$ cat src/rtl/sw_pkg.sv
package sw_pkg;

    localparam int UNITS_MOD = 10;
    localparam int TENS_MOD  = 6;
    localparam int MIN_MOD   = 2;

    localparam int UNITS_W = $clog2(UNITS_MOD);
    localparam int TENS_W  = $clog2(TENS_MOD);
    localparam int MIN_W   = (MIN_MOD > 2) ? $clog2(MIN_MOD) : 1;

    typedef struct packed {
        logic [MIN_W-1:0]   mins;
        logic [TENS_W-1:0]  tens;
        logic [UNITS_W-1:0] units;
    } sw_time_t;

    typedef enum logic {
        SW_STOPPED = 1'b0,
        SW_RUNNING = 1'b1
    } sw_state_t;

    function automatic sw_state_t sw_flip(input sw_state_t s);
        return (s == SW_RUNNING) ? SW_STOPPED : SW_RUNNING;
    endfunction

endpackage

$ cat src/rtl/sw_mod_digit.sv
module sw_mod_digit #(
    parameter int MOD = 10,
    parameter int W   = 4
) (
    input  logic         clk,
    input  logic         rst,
    input  logic         clr,
    input  logic         inc,
    output logic [W-1:0] val,
    output logic         at_top
);
    localparam logic [W-1:0] TOP = W'(MOD - 1);

    logic [W-1:0] val_q;
    logic [W-1:0] val_d;

    assign at_top = (val_q == TOP);

    always_comb begin
        val_d = val_q;
        if (clr) begin
            val_d = '0;
        end else if (inc) begin
            val_d = at_top ? '0 : val_q + W'(1);
        end
    end

    always_ff @(posedge clk) begin
        if (rst) val_q <= '0;
        else     val_q <= val_d;
    end

    assign val = val_q;
endmodule

$ cat src/rtl/sw_run_ctrl.sv
module sw_run_ctrl
    import sw_pkg::*;
(
    input  logic clk,
    input  logic rst,
    input  logic btn,
    output logic running
);
    logic      btn_prev_q;
    logic      btn_rise;
    sw_state_t state_q;
    sw_state_t state_d;

    assign btn_rise = btn & ~btn_prev_q;

    always_comb begin
        state_d = state_q;
        if (btn_rise) state_d = sw_flip(state_q);
    end

    always_ff @(posedge clk) begin
        if (rst) begin
            btn_prev_q <= 1'b0;
            state_q    <= SW_STOPPED;
        end else begin
            btn_prev_q <= btn;
            state_q    <= state_d;
        end
    end

    assign running = (state_q == SW_RUNNING);
endmodule

$ cat src/rtl/sw_stopwatch.sv
module sw_stopwatch
    import sw_pkg::*;
(
    input  logic             clk,
    input  logic             rst,
    input  logic             tick_i,
    input  logic             clear_i,
    input  logic             start_stop_i,
    output logic [MIN_W-1:0] min_o,
    output logic [TENS_W-1:0] tens_o,
    output logic [UNITS_W-1:0] units_o,
    output logic             running_o
);
    sw_time_t now;
    logic     running;
    logic     count_en;
    logic     units_top;
    logic     tens_top;
    logic     mins_top;
    logic     tens_inc;
    logic     mins_inc;

    sw_run_ctrl u_run (
        .clk     (clk),
        .rst     (rst),
        .btn     (start_stop_i),
        .running (running)
    );

    assign count_en = tick_i & running;
    assign tens_inc = count_en & units_top;
    assign mins_inc = tens_inc & tens_top;

    sw_mod_digit #(.MOD(UNITS_MOD), .W(UNITS_W)) u_units (
        .clk    (clk),
        .rst    (rst),
        .clr    (clear_i),
        .inc    (count_en),
        .val    (now.units),
        .at_top (units_top)
    );

    sw_mod_digit #(.MOD(TENS_MOD), .W(TENS_W)) u_tens (
        .clk    (clk),
        .rst    (rst),
        .clr    (clear_i),
        .inc    (tens_inc),
        .val    (now.tens),
        .at_top (tens_top)
    );

    sw_mod_digit #(.MOD(MIN_MOD), .W(MIN_W)) u_mins (
        .clk    (clk),
        .rst    (rst),
        .clr    (clear_i),
        .inc    (mins_inc),
        .val    (now.mins),
        .at_top (mins_top)
    );

    assign min_o     = now.mins;
    assign tens_o    = now.tens;
    assign units_o   = now.units;
    assign running_o = running;
endmodule

$ cat config.mk
export PLATFORM = sky130hd
export DESIGN_NAME = sw_stopwatch
export DESIGN_NICKNAME = d
export VERILOG_FILES = /design/src/rtl/sw_pkg.sv /design/src/rtl/sw_mod_digit.sv /design/src/rtl/sw_run_ctrl.sv /design/src/rtl/sw_stopwatch.sv
export SDC_FILE = /design/constraint.sdc
export NUM_CORES = 1
export LEC_CHECK = 0
export BUFFER_PORTS_ARGS = -buffer_cell sky130_fd_sc_hd__buf_2
export CAP_MARGIN = 20
export CORE_AREA = 2 2 39 41
export DETAILED_ROUTE_END_ITERATION = 12
export DIE_AREA = 0 0 41 43
export GPL_TIMING_DRIVEN = 0
export PLACE_DENSITY = 0.64
export SLEW_MARGIN = 20
export SYNTH_ARGS = -nofsm -noshare
export SYNTH_HDL_FRONTEND = slang
export SYNTH_SLANG_ARGS = --single-unit
$ cat constraint.sdc
create_clock -name clk -period 1.3 [get_ports clk]
set_input_delay 0.065 -clock clk [delete_from_list [all_inputs] [get_ports clk]]
set_output_delay 0.065 -clock clk [all_outputs]
set_load 0.05 [all_outputs]
==> impl_metrics.ini <==
[route]
drc = 0
drtPass1Iterations = 4
wl_per_cell_um = 11.4
wl_um = 1030
viasPerCell = 4.81
vias = 433
postRouteAntennaNets = 0
drt_iter0_drc = 6

[cts]
cts_sinks = 10
cts_buffers = 3
clk_pin_slew_ns = 0.07
h-tree-depth = 1
insertion_delay_ns = 0.27
cts_tree = done
clk_path_buf_depth = 2
cts_root_buf = clkbuf_4

[yosys]
syn-cell-area_um2 = 460
synth.most_common_cell = dfxtp_1
synthMuxAreaShare_pct = 2.17
ys_warn_count = 0
syn_area_per_cell_um2 = 9.21
synth.top_cell.area_share_pct = 43.5
synth_fp_nets = 55
synth_top_family_by_area = simple AND/OR/NAND/NOR gates
synth_simple_gate_area_share_pct = 31.0
synth_cell_types = 26
synth_common_cells = dfxtp_1, a21oi_1, nor2_1, nor2b_1, nand2_1
yosysSeqAreaShare_pct = 43.5
yosysTopAreaCell = dfxtp_1
ys.flop_type = dfxtp_1
async_flop_share_pct = 0
synth_adder_area_share_pct = 0
synth-edff-count = 0
yosys-top-cells-area = dfxtp_1, nor2b_1, a21oi_1
synthesis.instances = 50
synth-compound-area-share_pct = 13.6
synth_seq_cells = 10
synthXorXnorAreaFrac_pct = 5.71

[place]
io_buffer_count = 13
gp_congestion = 0.638
dp_hpwl_um = 604

[worst_setup_path]
crit_path_start_kind = flop
cp_slowest_stage_delay_ns = 0.47
worst-path-buf-inv = 1
crit_slowest_cell = or4_4
crit_type = flop to flop
critPathTopFamily = simple AND/OR/NAND/NOR gates
worstPathMaxFanout = 5
crit_arrival_ns = 1.47
r2r-start = u_run.running
crit_required_ns = 1.50
crit_path_end_kind = flop
crit_chain = nand3_4 > buf_6 > or4_4 > a21oi_2
crit_path_start = u_run.running

[global_route]
grt_pass1_wl_um = 1570
grt_start_max_net_pins = 11
antenna_found_initial = 0
grt_pass1_vias = 359
grt_use_total_pct = 13.3
grt_overflow_total = 0

[sta]
skew_ns = 0.0103
slew_headroom_pct = 81.0
setup_viol = 0
timing.fmax_mhz = 785
period_needed_ns = 1.27
grt_setup_unrepaired = yes
drv_slew = 0
worstMarginPinSlew_ns = 0.284
setup-tns-final_ns = 0
hold_viol_final = 0
finalCritPeriodShare_pct = 98.0

[power_and_ir_drop]
p_per_area_mw_per_mm2 = 890
p_leak_uw = 0.000253
power_uw = 600
ir_worst_vdd_v = 0.000479

[final_layout]
nets = 80
area_delta_synth_final_pct = 46.5
diodes = 0
drive_gt1_share_pct = 48.6

[worst_hold_path]
min-delay-start = start_stop_i
hp-class = input port to flop

[floorplan]
initial_core_util_pct = 33.3
io_pins = 14
core_mm2 = 0.00138
rows = 14
fp.dieW_um = 41
dieArea_mm2 = 0.00176
die_h_um = 43

[flow_run]
max_cap_viol_count = 0

[status]
outcome = completed
-- flip-flops by register name, indices dropped and copies added (netlist names) --
| signal | count |
|---|---|
| u_tens.val | 3 |
| u_run.running | 1 |
| u_mins.at_top | 1 |
| u_units.val | 4 |
| u_run.btn_prev_q | 1 |
-- cell families after synthesis --
group / after synthesis
simple gates: 23
compound gates: 10
flops: 10
xor+xnor: 3
buf+inv: 3
mux: 1
-- layer usage --
layer	track usage, %	routed length [um]
met1	18.3	454
met2	16.3	497
met3	4.71	50
met4	10.0	25
met5	0	0
-- what timing repair did --
| action | CTS | global route |
|---|---|---|
| setup endpoints to repair | 2 | 2 |
| resized for setup | 3 | 3 |
| pin swaps | 0 | 3 |
| setup buffers | 0 | 5 |
| cloned | 0 | 1 |
| hold buffers | 1 | 0 |
| endpoints found under the hold margin | 2 | 0 |
-- worst paths after layout --
kind | to | slack (ns) | cells after the start
max reg2reg | u_tens.val[1] | 0.03 | 4
min reg2reg | u_mins.at_top | 0.47 | 2
min | u_run.btn_prev_q | 0.02 | 2
max | u_tens.val[1] | 0.03 | 4
-- layout by cell type, fill, tap and decap left out, types with 2 or more instances in the layout --
master / synthesis / final
xor2_1: 2 / 2
dfxtp_4: 0 / 2
o21a_1: 2 / 2
clkbuf_1: 1 / 2
buf_4: 0 / 5
dfxtp_1: 10 / 4
clkbuf_4: 0 / 3
nor2_1: 4 / 4
a21oi_1: 4 / 3
dfxtp_2: 0 / 4
o21ai_0: 2 / 2
nor2b_1: 4 / 4
buf_2: 0 / 14
nand2_1: 3 / 3
-- stage by stage --
stage | setup slack, ns | cells | cell area, um^2 | hold WS [ns] | util [%]
6_report | 0.0254 | 90 | 674 | 0.0242 | 48.7
5_1_grt | -0.0422 | 90 | 674 | 0.0614 | 48.7
4_1_cts | 0.0442 | 84 | 617 | 0.0193 | 44.6
3_5_place_dp | -0.0000977 | 79 | 558 | 0.276 | 40.3
3_3_place_gp | 0.0133 | 79 | 558 | 0.269 | 40.3
2_1_floorplan | -0.00803 | 50 | 473 | 0.128 | -
-- final cells by class --
| cell class | count | area (um^2) |
|---|---|---|
| multi-input cells | 37 | 279 |
| repair buffers | 20 | 118 |
| well taps | 16 | 20.0 |
| fillers | 137 | 709 |
| inverters | 1 | 3.75 |
| plain buffers | 2 | 15.0 |
| clock buffers | 4 | 26.3 |
| flip-flops and latches | 10 | 213 |
-- power breakdown --
group | internal [uW] | switching [uW]
clock network | 118 | 104
registers | 312 | 7.46
logic | 24.8 | 34.1
total | 455 | 145
(Power assumes the default switching activity.)
